**config.mk**
```make
export PLATFORM = sky130hd
export DESIGN_NAME = relay_bit_ctrl
export DESIGN_NICKNAME = d
export VERILOG_FILES = /design/src/rtl/relay_pkg.sv /design/src/rtl/relay_debounce.sv /design/src/rtl/relay_coil_drv.sv /design/src/rtl/relay_bit_chan.sv /design/src/rtl/relay_bit_ctrl.sv
export SDC_FILE = /design/constraint.sdc
export NUM_CORES = 1
export LEC_CHECK = 0
export BUFFER_PORTS_ARGS = -buffer_cell sky130_fd_sc_hd__buf_2
export CELL_PAD_IN_SITES_DETAIL_PLACEMENT = 0
export CELL_PAD_IN_SITES_GLOBAL_PLACEMENT = 1
export CORE_MARGIN = 10
export CORE_UTILIZATION = 40
export CTS_CLUSTER_SIZE = 16
export DETAILED_ROUTE_END_ITERATION = 10
export PLACE_DENSITY = 0.76
export SLEW_MARGIN = 20
export SYNTH_ARGS = -nofsm -noshare
export SYNTH_HDL_FRONTEND = slang
export SYNTH_HIERARCHICAL = 1
export SYNTH_SLANG_ARGS = --single-unit
```
**constraint.sdc**
```tcl
create_clock -name clk -period 3.7 [get_ports clk]
set_input_delay 0.555 -clock clk [delete_from_list [all_inputs] [get_ports clk]]
set_output_delay 0.555 -clock clk [all_outputs]
set_load 0.1 [all_outputs]
```
**src/rtl/relay_pkg.sv**
```systemverilog
package relay_pkg;
    localparam int NUM_CH = 4;
    localparam int WORD_W = 16;

    typedef enum logic [1:0] {
        REG_CMD   = 2'd0,
        REG_STATE = 2'd1,
        REG_FAULT = 2'd2,
        REG_INTEN = 2'd3
    } reg_sel_e;

    typedef enum logic {
        DRIVE_LEVEL = 1'b0,
        DRIVE_PULSE = 1'b1
    } drive_mode_e;

    typedef struct packed {
        logic [NUM_CH-1:0] cmd;
        logic [NUM_CH-1:0] pos;
        logic [NUM_CH-1:0] fault;
        logic [NUM_CH-1:0] inten;
    } chan_view_t;

    function automatic logic [WORD_W-1:0] widen(input logic [NUM_CH-1:0] v);
        return {{(WORD_W-NUM_CH){1'b0}}, v};
    endfunction
endpackage

```
**src/rtl/relay_debounce.sv**
```systemverilog
module relay_debounce #(
    parameter int DEB_CYC = 2000
) (
    input  logic clk,
    input  logic rst,
    input  logic raw_i,
    output logic pos_o
);
    localparam int CW = $clog2(DEB_CYC + 1);

    logic          s1_q, s2_q, deb_q;
    logic [CW-1:0] cnt_q;

    always_ff @(posedge clk) begin
        if (rst) begin
            s1_q  <= 1'b0;
            s2_q  <= 1'b0;
            deb_q <= 1'b0;
            cnt_q <= '0;
        end else begin
            s1_q <= raw_i;
            s2_q <= s1_q;
            if (s2_q == deb_q) begin
                cnt_q <= '0;
            end else if (cnt_q == CW'(DEB_CYC - 1)) begin
                deb_q <= s2_q;
                cnt_q <= '0;
            end else begin
                cnt_q <= cnt_q + 1'b1;
            end
        end
    end

    assign pos_o = deb_q;

    // a new position is only ever the synchronized level just seen
    p_deb_from_sync_r4: assert property (@(posedge clk) disable iff (rst)
        !$stable(deb_q) |-> deb_q == $past(s2_q));
endmodule

```
**src/rtl/relay_coil_drv.sv**
```systemverilog
module relay_coil_drv import relay_pkg::*; #(
    parameter drive_mode_e MODE      = DRIVE_LEVEL,
    parameter int          PULSE_CYC = 25000
) (
    input  logic clk,
    input  logic rst,
    input  logic cmd_i,
    input  logic chg_i,
    input  logic new_i,
    output logic set_o,
    output logic rst_o
);
    generate
        if (MODE == DRIVE_LEVEL) begin : g_level
            assign set_o = cmd_i;
            assign rst_o = 1'b0;
        end else begin : g_pulse
            localparam int PW = $clog2(PULSE_CYC + 1);
            logic [PW-1:0] left_q;
            logic          dir_q;

            always_ff @(posedge clk) begin
                if (rst) begin
                    left_q <= '0;
                    dir_q  <= 1'b0;
                end else if (chg_i) begin
                    left_q <= PW'(PULSE_CYC);
                    dir_q  <= new_i;
                end else if (left_q != '0) begin
                    left_q <= left_q - 1'b1;
                end
            end

            assign set_o = (left_q != '0) && dir_q;
            assign rst_o = (left_q != '0) && !dir_q;

            // pulse direction agrees with the command now in force
            p_set_dir_r3: assert property (@(posedge clk) disable iff (rst)
                set_o |-> cmd_i);
            p_rst_dir_r3: assert property (@(posedge clk) disable iff (rst)
                rst_o |-> !cmd_i);
            // a pulse only starts after a command change
            p_no_spur_r3: assert property (@(posedge clk) disable iff (rst)
                $rose(set_o || rst_o) |-> $past(chg_i));
        end
    endgenerate
endmodule

```
**src/rtl/relay_bit_chan.sv**
```systemverilog
module relay_bit_chan #(
    parameter int SETTLE_CYC = 60000
) (
    input  logic clk,
    input  logic rst,
    input  logic chg_i,
    input  logic cmd_i,
    input  logic pos_i,
    input  logic clr_i,
    output logic fault_o
);
    localparam int SW = $clog2(SETTLE_CYC + 1);

    logic [SW-1:0] settle_q;
    logic          fault_q;
    logic          miss;

    assign miss = (settle_q == '0) && (pos_i != cmd_i);

    always_ff @(posedge clk) begin
        if (rst) begin
            settle_q <= SW'(SETTLE_CYC);
            fault_q  <= 1'b0;
        end else begin
            if (chg_i)
                settle_q <= SW'(SETTLE_CYC);
            else if (settle_q != '0)
                settle_q <= settle_q - 1'b1;
            fault_q <= miss || (fault_q && !clr_i);
        end
    end

    assign fault_o = fault_q;

    // a new fault needs an expired window and a real disagreement
    p_fault_cause_r6: assert property (@(posedge clk) disable iff (rst)
        $rose(fault_q) |-> ($past(settle_q) == '0) && ($past(pos_i) != $past(cmd_i)));
    // only a clear can drop a fault bit
    p_sticky_r7: assert property (@(posedge clk) disable iff (rst)
        ($past(fault_q) && !$past(clr_i)) |-> fault_q);
endmodule

```
**src/rtl/relay_bit_ctrl.sv**
```systemverilog
module relay_bit_ctrl import relay_pkg::*; #(
    parameter drive_mode_e MODE       = DRIVE_LEVEL,
    parameter int          DEB_CYC    = 2000,
    parameter int          SETTLE_CYC = 60000,
    parameter int          PULSE_CYC  = 25000
) (
    input  logic                 clk,
    input  logic                 rst,
    input  logic                 wr_en,
    input  logic [1:0]           wr_addr,
    input  logic [WORD_W-1:0]    wr_data,
    input  logic [1:0]           rd_addr,
    output logic [WORD_W-1:0]    rd_data,
    input  logic [NUM_CH-1:0]    aux_in,
    output logic [NUM_CH-1:0]    coil_set,
    output logic [NUM_CH-1:0]    coil_rst,
    output logic                 irq
);
    reg_sel_e          wr_sel, rd_sel;
    chan_view_t        view;
    logic [NUM_CH-1:0] cmd_hold_q, cmd_act_q, inten_q;
    logic [NUM_CH-1:0] chg, clr, pos, fault;
    logic              xfer_q;
    logic [WORD_W-1:0] rd_q, rd_d;

    assign wr_sel = reg_sel_e'(wr_addr);
    assign rd_sel = reg_sel_e'(rd_addr);

    assign view.cmd   = cmd_act_q;
    assign view.pos   = pos;
    assign view.fault = fault;
    assign view.inten = inten_q;

    always_ff @(posedge clk) begin
        if (rst) begin
            cmd_hold_q <= '0;
            cmd_act_q  <= '0;
            inten_q    <= '0;
            xfer_q     <= 1'b0;
            rd_q       <= '0;
        end else begin
            xfer_q <= wr_en && (wr_sel == REG_CMD);
            if (wr_en && wr_sel == REG_CMD)
                cmd_hold_q <= wr_data[NUM_CH-1:0];
            if (xfer_q)
                cmd_act_q <= cmd_hold_q;
            if (wr_en && wr_sel == REG_INTEN)
                inten_q <= wr_data[NUM_CH-1:0];
            rd_q <= rd_d;
        end
    end

    always_comb begin
        unique case (rd_sel)
            REG_CMD:   rd_d = widen(view.cmd);
            REG_STATE: rd_d = widen(view.pos);
            REG_FAULT: rd_d = widen(view.fault);
            default:   rd_d = widen(view.inten);
        endcase
    end

    assign chg = xfer_q ? (cmd_hold_q ^ cmd_act_q) : '0;
    assign clr = (wr_en && wr_sel == REG_FAULT) ? wr_data[NUM_CH-1:0] : '0;

    generate
        for (genvar c = 0; c < NUM_CH; c++) begin : g_ch
            relay_debounce #(.DEB_CYC(DEB_CYC)) u_deb (
                .clk(clk), .rst(rst), .raw_i(aux_in[c]), .pos_o(pos[c]));
            relay_coil_drv #(.MODE(MODE), .PULSE_CYC(PULSE_CYC)) u_drv (
                .clk(clk), .rst(rst), .cmd_i(cmd_act_q[c]), .chg_i(chg[c]),
                .new_i(cmd_hold_q[c]), .set_o(coil_set[c]), .rst_o(coil_rst[c]));
            relay_bit_chan #(.SETTLE_CYC(SETTLE_CYC)) u_bit (
                .clk(clk), .rst(rst), .chg_i(chg[c]), .cmd_i(cmd_act_q[c]),
                .pos_i(pos[c]), .clr_i(clr[c]), .fault_o(fault[c]));
        end
    endgenerate

    assign rd_data = rd_q;
    assign irq     = |(view.fault & view.inten);

    // the two coil drives of a channel never overlap
    p_coil_excl_r10: assert property (@(posedge clk) disable iff (rst)
        (coil_set & coil_rst) == '0);
    // the active command only moves on the cycle after a command write
    p_cmd_xfer_r9: assert property (@(posedge clk) disable iff (rst)
        !$stable(cmd_act_q) |-> $past(xfer_q));
endmodule

```
==> metrics.txt <==
status=finished, final reports clean; Seq pwr share=44.8%; Post-synth EDFFs=0; Synth cell types=54; # setup viols final=0; CTS Hold Bufs=0; period utilization=52.76%; vias in the first global route=5,303; Critical Path Start=inten_q[1]; # rows=48; Power Dens Cells=462.5 mW/mm2; final antenna-violating net count=0; nets@finish=814; Mean Syn Cell Area=9.324 um2; highest clock rate=512.3 MHz; Critical Path Fanout Max=3; Final Slew Violations=0; most frequent cell after synthesis=dfxtp_1; setup TNS=0 ns; largest cells by area after synthesis=dfxtp_1, nor4_4, mux2i_1, o21ai_0, nor2b_1; CP Capture Point=irq; Bufs on Longest Clock Path=2; final WL=15.04 mm; Max-Cap Viols=0; port bufs=23; via count=5,555; drt drc=0; clock skew=0.009572 ns; r2r setup slk=1.81 ns; IO Pins=52; Slew @ Worst Pin=0.7048 ns; R2R cell count=6; mapped cell area=0.007142 mm2; total global routing overflow=0; detailed-route wire length per cell=14.78 um; kind of critical path=flip-flop to output pin; TritonRoute pass-1 iters=5; Cell Area, Placed=0.007350 mm2; ys async rst share=0%; worst hold path type=primary input to flip-flop; post-CTS sizing=0; area grow syn2layout=11.12%; Slew headroom=53.02%; cell accounting for the most synthesized area=dfxtp_1; P_sw=962.1 uW; Crit. End Element=output pin; post-place setup slack=1.574 ns; cells after synthesis=766; Core Box Area=0.01742 mm2; Max IR drop VDD=0.3230 mV; CTS sink count=141; first-pass GRT wire length=25.47 mm; predominant post-synthesis flop cell=dfxtp_1; antenna violations before repair=0; Setup Buffers After CTS=0; final hold violation count=0; leading cell types by count after synthesis=dfxtp_1, nor2_1, o21ai_0; RePlAce Congestion=0.8412; crit path launch type=flip-flop; fillers=1,674; post-synth top area share=39.52%; Seq cells post-synth=141; sequential share of the synthesized area=39.52%; clock network latency to the later pin of the worst-skew pair=0.42 ns; die span in y=153.6 um; Power Total=3670 uW; Period minus WS final=1.952 ns; Clock Tree Root=clkbuf_16; logic gate share of total power=9.6%; antenna cells=0; Clk pin slew, worst setup/hold paths=0.06 ns; DRT iter0 DRCs=314; hpwl dp=10.78 mm; Internal=2708 uW; die width=153.6 um; worst path arrival time=1.40 ns; reg2reg end=g_ch[3].u_bit/settle_q[9]; RSZ-0062 raised after global routing=no; clock group share of total power=45.6%; layout cells sized above 1=15.15%; Synth warnings=6; Pleak=0.002739 uW; CTS H-tree lvls=4; pin count of the biggest net entering global routing=45; required time worst endpoint=3.14 ns; RR Startpoint=g_ch[3].u_bit/settle_q[0]; switching share of total power=26.21%; total routing usage reported by global routing=12.74%; Core Util, Final=45.57%; TritonCTS clock tree=yes; DR vias/cell=5.462; final instance area=0.007936 mm2; die area=0.02360 mm2; initial core utilization=41.01%; setup ws final=1.748 ns; TritonCTS Buffers=17
## stage by stage
stage	instances	hold WS [ns]
after floorplan	777	0.4138
after global placement	985	0.4210
after detailed placement	985	0.4335
after CTS	1017	0.3171
after global routing	1017	0.3385
final	1017	0.3405
## cells in the final DEF (no fill, tap or decap), drive strengths merged, types with 24 or more instances in the layout
| cell | count |
|---|---|
| dfxtp | 141 |
| nor2 | 49 |
| o21ai | 44 |
| nor3 | 40 |
| nor2b | 32 |
| nand3 | 28 |
| buf | 28 |
| mux2i | 24 |
| nand4 | 24 |
| a21oi | 24 |
| or3 | 24 |
| nor4 | 24 |
## logic make-up after synthesis
group,synth area share [%]
DFF,39.52
xor gates and xnor gates,4.905
and+or+nand+nor,32.92
muxes,4.835
other,0.2628
adders and majority gates,1.402
AOI/OAI and AO/OA,11.35
buffers and inverters,4.800
## cell type report
class	instances	area, um2	area share [%]
tap	225	281.5	3.547
sequential	141	2823	35.57
inverter	20	75.07	0.9459
clock inverter	13	143.9	1.813
multi-input combinational	571	4018	50.62
clock buffer	19	442.9	5.581
timing repair buffer	28	152.6	1.923
## critical path, cell delays in order, from the launching register on
cell and delay, ns:
dfxtp_1 0.35, a22oi_1 0.10, nand2_1 0.10, buf_2 0.43
## worst min-delay path by stage
| stage | cells after the start | slack (ns) | end | from |
|---|---|---|---|---|
| floorplan | 1 | 0.41 | g_ch[0].u_deb/s2_q | g_ch[0].u_deb/s1_q |
| global placement | 1 | 0.42 | g_ch[1].u_deb/s2_q | g_ch[1].u_deb/s1_q |
| detailed placement | 1 | 0.43 | g_ch[2].u_deb/s2_q | g_ch[2].u_deb/s1_q |
| CTS | 2 | 0.32 | g_ch[0].u_deb/s1_q | aux_in[0] |
| global route | 2 | 0.34 | g_ch[0].u_deb/s1_q | aux_in[0] |
| finish | 2 | 0.34 | g_ch[0].u_deb/s1_q | aux_in[0] |
## layer usage
layer	vias up	routed length, um	global-route usage, %
met5	-	0	0
li1	2808	-	-
met3	9	585	3.933
met2	85	7362	21.55
met1	2653	6971	15.15
met4	0	116	3.689
## power groups by stage
stage / registers [uW] / logic [uW] / clock network [uW]
2_1_floorplan: 1660 / 303 / 0
3_3_place_gp: 1670 / 346 / 0
3_5_place_dp: 1680 / 352 / 0
4_1_cts: 1640 / 354 / 1730
5_1_grt: 1650 / 389 / 1800
6_report: 1640 / 352 / 1670
## state kept, by name, summed over array words and instances (netlist names)
name,count
g_ch.u_deb/s1_q,4
inten_q,4
g_ch.u_bit/fault_o,4
cmd_hold_q,4
g_ch.u_bit/settle_q,64
g_ch.u_deb/s2_q,4
rd_data,4
g_ch.u_deb/pos_o,4
cmd_act_q,4
xfer_q,1
g_ch.u_deb/cnt_q,44
Power figures use the tool's default switching activity.
